$ cat src/rtl/idle_mon_pkg.sv
package idle_mon_pkg;
  localparam int BIT_ARM   = 31;
  localparam int BIT_IE    = 30;
  localparam int BIT_FLAG  = 29;
  localparam int PER_LSB   = 20;
  localparam int PER_W     = 8;

  // saturating increment on a 32-bit carrier, limit supplied by caller
  function automatic logic [31:0] sat_inc(input logic [31:0] v, input logic [31:0] lim);
    return (v >= lim) ? lim : v + 32'd1;
  endfunction

  // last tick of a window: tick index equals the programmed period
  function automatic logic win_last(input logic [PER_W-1:0] ms, input logic [PER_W-1:0] per);
    return ms == per;
  endfunction
endpackage

$ cat src/rtl/idle_mon_regs.sv
module idle_mon_regs
  import idle_mon_pkg::*;
(
  input  logic             clk,
  input  logic             rst_n,
  input  logic             wr_ctrl,
  input  logic [PER_W-1:0] w_per,
  input  logic             w_flag,
  input  logic             w_ie,
  input  logic             w_arm,
  input  logic             end_evt,
  output logic [PER_W-1:0] per_q,
  output logic             flag_q,
  output logic             ie_q,
  output logic             en_q,
  output logic             arm
);
  assign arm = wr_ctrl & w_arm;

  always_ff @(posedge clk or negedge rst_n) begin
    if (!rst_n) begin
      per_q  <= '0;
      flag_q <= 1'b0;
      ie_q   <= 1'b0;
      en_q   <= 1'b0;
    end else begin
      if (wr_ctrl) begin
        per_q <= w_per;
        ie_q  <= w_ie;
        en_q  <= w_arm;
      end else if (end_evt) begin
        en_q <= 1'b0;
      end
      if (end_evt)                flag_q <= 1'b1;
      else if (wr_ctrl && w_flag) flag_q <= 1'b0;
    end
  end

  AST_FLAG_ONLY_AT_END: assert property (@(posedge clk) disable iff (!rst_n)
    $rose(flag_q) |-> $past(end_evt));
  AST_W1C_ZERO_KEEPS: assert property (@(posedge clk) disable iff (!rst_n)
    (wr_ctrl && !w_flag && flag_q) |=> flag_q);
endmodule

$ cat src/rtl/idle_mon_timer.sv
module idle_mon_timer
  import idle_mon_pkg::*;
(
  input  logic             clk,
  input  logic             rst_n,
  input  logic             arm,
  input  logic             en,
  input  logic             tick,
  input  logic [PER_W-1:0] per,
  output logic             end_evt
);
  logic [PER_W-1:0] ms_q;

  assign end_evt = en & tick & ~arm & win_last(ms_q, per);

  always_ff @(posedge clk or negedge rst_n) begin
    if (!rst_n)                ms_q <= '0;
    else if (arm)              ms_q <= '0;
    else if (en && tick && !end_evt) ms_q <= ms_q + 1'b1;
  end

  AST_TICKS_FROZEN_IDLE: assert property (@(posedge clk) disable iff (!rst_n)
    (!en && !arm) |=> $stable(ms_q));
  AST_ARM_ZEROES_TICKS: assert property (@(posedge clk) disable iff (!rst_n)
    arm |=> (ms_q == '0));
endmodule

$ cat src/rtl/idle_mon_count.sv
module idle_mon_count
  import idle_mon_pkg::*;
#(
  parameter int CNT_W = 32
) (
  input  logic             clk,
  input  logic             rst_n,
  input  logic             arm,
  input  logic             en,
  input  logic             idle,
  input  logic             end_evt,
  output logic [CNT_W-1:0] stat_q
);
  localparam logic [CNT_W-1:0] CNT_MAX = {CNT_W{1'b1}};

  logic [CNT_W-1:0] cnt_q;
  logic [CNT_W-1:0] cnt_nx;

  always_comb begin
    cnt_nx = cnt_q;
    if (en && idle) cnt_nx = CNT_W'(sat_inc(32'(cnt_q), 32'(CNT_MAX)));
  end

  always_ff @(posedge clk or negedge rst_n) begin
    if (!rst_n) begin
      cnt_q  <= '0;
      stat_q <= '0;
    end else begin
      if (arm) cnt_q <= '0;
      else     cnt_q <= cnt_nx;
      if (end_evt) stat_q <= cnt_nx;
    end
  end

  AST_NO_WRAP: assert property (@(posedge clk) disable iff (!rst_n)
    (cnt_q == CNT_MAX && !arm) |=> (cnt_q == CNT_MAX));
  AST_STATUS_HOLDS: assert property (@(posedge clk) disable iff (!rst_n)
    !end_evt |=> $stable(stat_q));
  AST_COUNT_FROZEN: assert property (@(posedge clk) disable iff (!rst_n)
    (!en && !arm) |=> $stable(cnt_q));
endmodule

$ cat src/rtl/idle_mon.sv
module idle_mon
  import idle_mon_pkg::*;
#(
  parameter int              ADDR_W   = 12,
  parameter int              CNT_W    = 32,
  parameter logic [ADDR_W-1:0] CTRL_OFS = ADDR_W'(12'h120),
  parameter logic [ADDR_W-1:0] STAT_OFS = ADDR_W'(12'h124)
) (
  input  logic              clk,
  input  logic              rst_n,
  input  logic [ADDR_W-1:0] addr_i,
  input  logic              we_i,
  input  logic [31:0]       wdata_i,
  output logic [31:0]       rdata_o,
  input  logic              idle_i,
  input  logic              ms_tick_i,
  output logic              irq_o
);
  logic             wr_ctrl;
  logic             arm;
  logic             end_evt;
  logic [PER_W-1:0] per_q;
  logic             flag_q, ie_q, en_q;
  logic [CNT_W-1:0] stat_q;
  logic [31:0]      stat_word;
  logic [31:0]      ctrl_word;

  assign wr_ctrl = we_i && (addr_i == CTRL_OFS);

  idle_mon_regs u_regs (
    .clk(clk), .rst_n(rst_n), .wr_ctrl(wr_ctrl),
    .w_per(wdata_i[PER_LSB +: PER_W]), .w_flag(wdata_i[BIT_FLAG]),
    .w_ie(wdata_i[BIT_IE]), .w_arm(wdata_i[BIT_ARM]),
    .end_evt(end_evt), .per_q(per_q), .flag_q(flag_q), .ie_q(ie_q),
    .en_q(en_q), .arm(arm)
  );

  idle_mon_timer u_timer (
    .clk(clk), .rst_n(rst_n), .arm(arm), .en(en_q), .tick(ms_tick_i),
    .per(per_q), .end_evt(end_evt)
  );

  idle_mon_count #(.CNT_W(CNT_W)) u_count (
    .clk(clk), .rst_n(rst_n), .arm(arm), .en(en_q), .idle(idle_i),
    .end_evt(end_evt), .stat_q(stat_q)
  );

  generate
    if (CNT_W < 32) begin : g_pad
      assign stat_word = {{(32-CNT_W){1'b0}}, stat_q};
    end else begin : g_full
      assign stat_word = stat_q[31:0];
    end
  endgenerate

  always_comb begin
    ctrl_word = '0;
    ctrl_word[PER_LSB +: PER_W] = per_q;
    ctrl_word[BIT_FLAG] = flag_q;
    ctrl_word[BIT_IE]   = ie_q;
    ctrl_word[BIT_ARM]  = en_q;
  end

  always_comb begin
    if (addr_i == CTRL_OFS)      rdata_o = ctrl_word;
    else if (addr_i == STAT_OFS) rdata_o = stat_word;
    else                         rdata_o = '0;
  end

  assign irq_o = flag_q & ie_q;

  AST_END_DISARMS: assert property (@(posedge clk) disable iff (!rst_n)
    end_evt |=> (!en_q && flag_q));
  AST_NO_END_WHEN_IDLE: assert property (@(posedge clk) disable iff (!rst_n)
    !en_q |-> !end_evt);
endmodule

$ cat config.mk
export PLATFORM = sky130hd
export DESIGN_NAME = idle_mon
export DESIGN_NICKNAME = d
export VERILOG_FILES = /design/src/rtl/idle_mon_pkg.sv /design/src/rtl/idle_mon_regs.sv /design/src/rtl/idle_mon_timer.sv /design/src/rtl/idle_mon_count.sv /design/src/rtl/idle_mon.sv
export SDC_FILE = /design/constraint.sdc
export NUM_CORES = 1
export LEC_CHECK = 0
export ABC_AREA = 1
export BUFFER_PORTS_ARGS = -buffer_cell sky130_fd_sc_hd__buf_4
export CELL_PAD_IN_SITES_DETAIL_PLACEMENT = 0
export CELL_PAD_IN_SITES_GLOBAL_PLACEMENT = 1
export CORE_ASPECT_RATIO = 0.9
export CORE_MARGIN = 3
export CORE_UTILIZATION = 37
export DETAILED_ROUTE_END_ITERATION = 7
export GPL_TIMING_DRIVEN = 0
export HOLD_SLACK_MARGIN = 0.05
export PLACE_DENSITY = 0.79
export SYNTH_ARGS = -nofsm -noshare
export SYNTH_HDL_FRONTEND = slang
export SYNTH_SLANG_ARGS = --single-unit
$ cat constraint.sdc
create_clock -name clk -period 1.7 [get_ports clk]
set_clock_uncertainty 0.1 [all_clocks]
set_input_delay 0.17 -clock clk [delete_from_list [all_inputs] [get_ports clk]]
set_output_delay 0.17 -clock clk [all_outputs]
set_load 0.01 [all_outputs]
==> run summary <==
status - finished, violations left
failing checks - negative setup slack
Nets - 861
CP max stage cell - dfrtp_1
Clock Power Share - 48.2%
io pins - 82
CTS buffer count - 9
fin. max-slew vios - 0
diode count - 0
fin cells - 979
WL final - 15300 um
dpl ws - -0.440 ns
CP cell instances - ha_4, nand3_4, nor2_4, nand2_4, inv_4, nand3_4, buf_12, nand3_4, nand2_2, o21ai_1
drt first pass iters - 7
Syn Inst Count - 687
Die X - 127 um
row count - 39
Peak VDD IR - 0.665 mV
Fillers - 1225
RSZ-0062 raised after global routing - true
CTS max path bufs - 2
CTS clk-pin slew, worst paths - 0.07 ns
CP most frequent cell - nand3_4
Clk Latency, worst-skew pair - 0.36 ns
worst hold path class - in -> reg
Max-Cap Viols - 0
clk root buf - clkbuf_16
Total Power - 4.14 mW
worst-margin pin slew - 1.10 ns
Critical Path Fanout Max - 6
sw power - 0.963 mW
Critical Path Source - u_count.cnt_q[0]
reg2reg start - u_count.cnt_q[0]
normalized max-slew margin - 27.0%
Crit. End Element - flop
gr ovfl total - 0
Logic pwr share - 3.8%
R2R depth - 10
syn nets - 738
overall die height - 115 um
FF+latch area - 2080 sq um
Max Fclk - 562 MHz
Syn Area/Cell - 7.09 sq um
GR Util All Layers - 21.0%
slowest stage delay, CP - 0.39 ns
core area - 12800 sq um
Port-buffer cells - 60
buffer and inverter count on the worst path - 2
worst endpoint data arrival time - 1.96 ns
Final setup viols - 43
Cells after DPL - 911
vias post-DR - 4875
vias in the first global route - 4697
gpl congestion - 0.927
Critical Path End - u_count.stat_q[25]
routed len/inst - 15.7 um
Iter 0 DRT Violations - 349
initial antenna violation count - 0
multi-input logic area - 2920 sq um
synthesized cell area - 4870 sq um
Netlist cell types - 34
Final Hold Fails - 0
H-Tree Depth - 3
clk sink count - 83
cell family with most CP delay - simple AND/OR/NAND/NOR gates
post-route ant nets - 0
internal power - 3.17 mW
Synth-to-Final Area Change - 43.5%
drt via density - 4.98
crit path launch type - flop
Tmin final - 1.78 ns
switch share - 23.3%
Setup WS post-layout - -0.0790 ns
Power Density - 591 nW/um^2
dpl hpwl - 10300 um
leakage power - 3.70 nW
critical setup path kind - reg -> reg
CP required - 1.88 ns
Reg2Reg Setup Slack - -0.08 ns
die area - 14600 sq um
reg2reg end - u_count.stat_q[25]
largest net degree at the start of global routing - 84
#FFs+latches synth - 83
Residual DRC - 0
CTS tree - yes
WP depth - 10
Setup TNS - -1.03 ns
starting density of the core - 38.1%
part of the cycle the worst path needs - 105%
layout cell share with drive strength beyond 1 - 34.6%
Yosys warning total - 0
sequential power share - 48.0%
sequential share of the synthesized area - 42.6%
first-pass GRT wire length - 24100 um
-- layer usage --
layer | share of wire [%] | routed length [um] | track usage [%]
met5 | 0 | 0 | 0
met4 | 1.7 | 260 | 5.58
met2 | 48 | 7320 | 33.8
met1 | 44 | 6760 | 29.0
met3 | 6.4 | 986 | 4.32
-- power by group through the flow --
stage          Combinational (mW)  Clock [mW]  Sequential (mW)
2_1_floorplan              0.0270           0             2.02
3_3_place_gp                0.123           0             2.02
5_1_grt                     0.176        2.10             1.98
6_report                    0.157        1.99             1.98
3_5_place_dp                0.125           0             2.02
4_1_cts                     0.153        2.02             1.98
-- area by class of cell --
type	instances	area share (%)
buffer	14	1.99
clock buffer	12	3.81
clock inverter	4	0.465
inverter	108	5.98
multi-input combinational	481	41.8
sequential	83	29.8
tap	164	2.93
timing repair buffer	113	13.3
-- synth_stat cells --
master | number | area, sq um
nor2_2 | 2 | 12.5
nor2_1 | 82 | 308
or2_2 | 1 | 6.26
and2_1 | 4 | 25.0
inv_1 | 104 | 390
o21ai_0 | 13 | 65.1
clkbuf_1 | 5 | 18.8
mux2_2 | 2 | 22.5
nor3_2 | 1 | 10.0
nand3_4 | 1 | 17.5
dfrtp_1 | 83 | 2080
a21oi_1 | 22 | 110
ha_1 | 2 | 25.0
o21ai_1 | 13 | 65.1
nand4_1 | 17 | 106
nand3_2 | 1 | 10.0
buf_8 | 1 | 15.0
xnor2_1 | 10 | 87.6
inv_2 | 3 | 11.3
nand3b_1 | 7 | 52.6
xor2_1 | 9 | 78.8
buf_4 | 1 | 7.51
a21oi_4 | 1 | 16.3
nand3_1 | 49 | 245
inv_6 | 1 | 8.76
nor3_1 | 6 | 30.0
nor2_8 | 3 | 60.1
buf_2 | 8 | 40.0
nand3b_2 | 1 | 11.3
nor2_4 | 1 | 11.3
nand2_1 | 212 | 796
a31oi_1 | 2 | 12.5
o22ai_1 | 7 | 43.8
nand2_2 | 12 | 75.1
-- flip-flops by register name (all words and copies together) (netlist names) --
signal and cells:
u_timer.ms_q 8, u_regs.ie_q 1, u_count.stat_q 32, u_regs.per_q 8
u_count.cnt_q 32, u_regs.flag_q 1, u_regs.en_q 1
-- metrics by stage --
step,instance area [sq um],util [%],hold slack [ns]
2_1_floorplan,4870,-,-0.226
3_3_place_gp,5530,43.2,0.305
3_5_place_dp,5530,43.2,0.311
4_1_cts,6550,51.2,0.211
5_1_grt,6990,54.7,0.143
6_report,6990,54.7,0.131
-- tightest hold or removal path, delay by kind of cell --
family | cells | cell delay, ns
AND/OR/NAND/NOR | 2 | 0.22
buffers and inverters | 2 | 0.16
-- cells by family (layout without fill, tap and decap cells) --
kind of cell / after synthesis / in the layout / share of synthesized area (%)
flops: 83 / 83 / 42.6
xor+xnor: 19 / 19 / 3.42
compound gates: 58 / 58 / 6.42
fa+ha+maj: 2 / 2 / 0.514
mux: 2 / 2 / 0.462
simple gates: 400 / 400 / 36.5
buf+inv: 123 / 251 / 10.1
-- worst min path at each step --
stage	start	to	slack [ns]	cells past startpoint
detailed placement	wdata_i[22]	u_regs.per_q[2]	0.31	2
finish	we_i	u_count.cnt_q[31]	0.13	4
floorplan	rst_n	u_count.cnt_q[0]	-0.23	0
CTS	we_i	u_regs.flag_q	0.21	4
global placement	wdata_i[22]	u_regs.per_q[2]	0.30	2
global route	we_i	u_count.cnt_q[31]	0.14	4
-- cell usage in the layout, fill, tap and decap left out, drive strengths merged, types with 2 or more instances in the layout --
cell / netlist / final
nor3: 7 / 7
clkbuf: 5 / 16
inv: 108 / 109
clkinvlp: 0 / 2
o21ai: 26 / 26
o22ai: 7 / 7
and2: 4 / 4
nand2: 224 / 224
dlygate4sd3: 0 / 11
xor2: 9 / 9
dfrtp: 83 / 83
nand4: 17 / 17
nand3: 51 / 51
mux2: 2 / 2
a31oi: 2 / 2
buf: 10 / 112
xnor2: 10 / 10
a21oi: 23 / 23
ha: 2 / 2
nor2: 88 / 88
nand3b: 8 / 8
-- repair_timing --
item	CTS	global route
hold buffers	11	0
endpoints found under the hold margin	93	0
endpoints found under the setup margin	103	94
buffers inserted	26	14
gates cloned	2	0
gates resized for setup	103	101
pin swaps	18	31
Note: power is estimated with default switching activity, not from simulation.
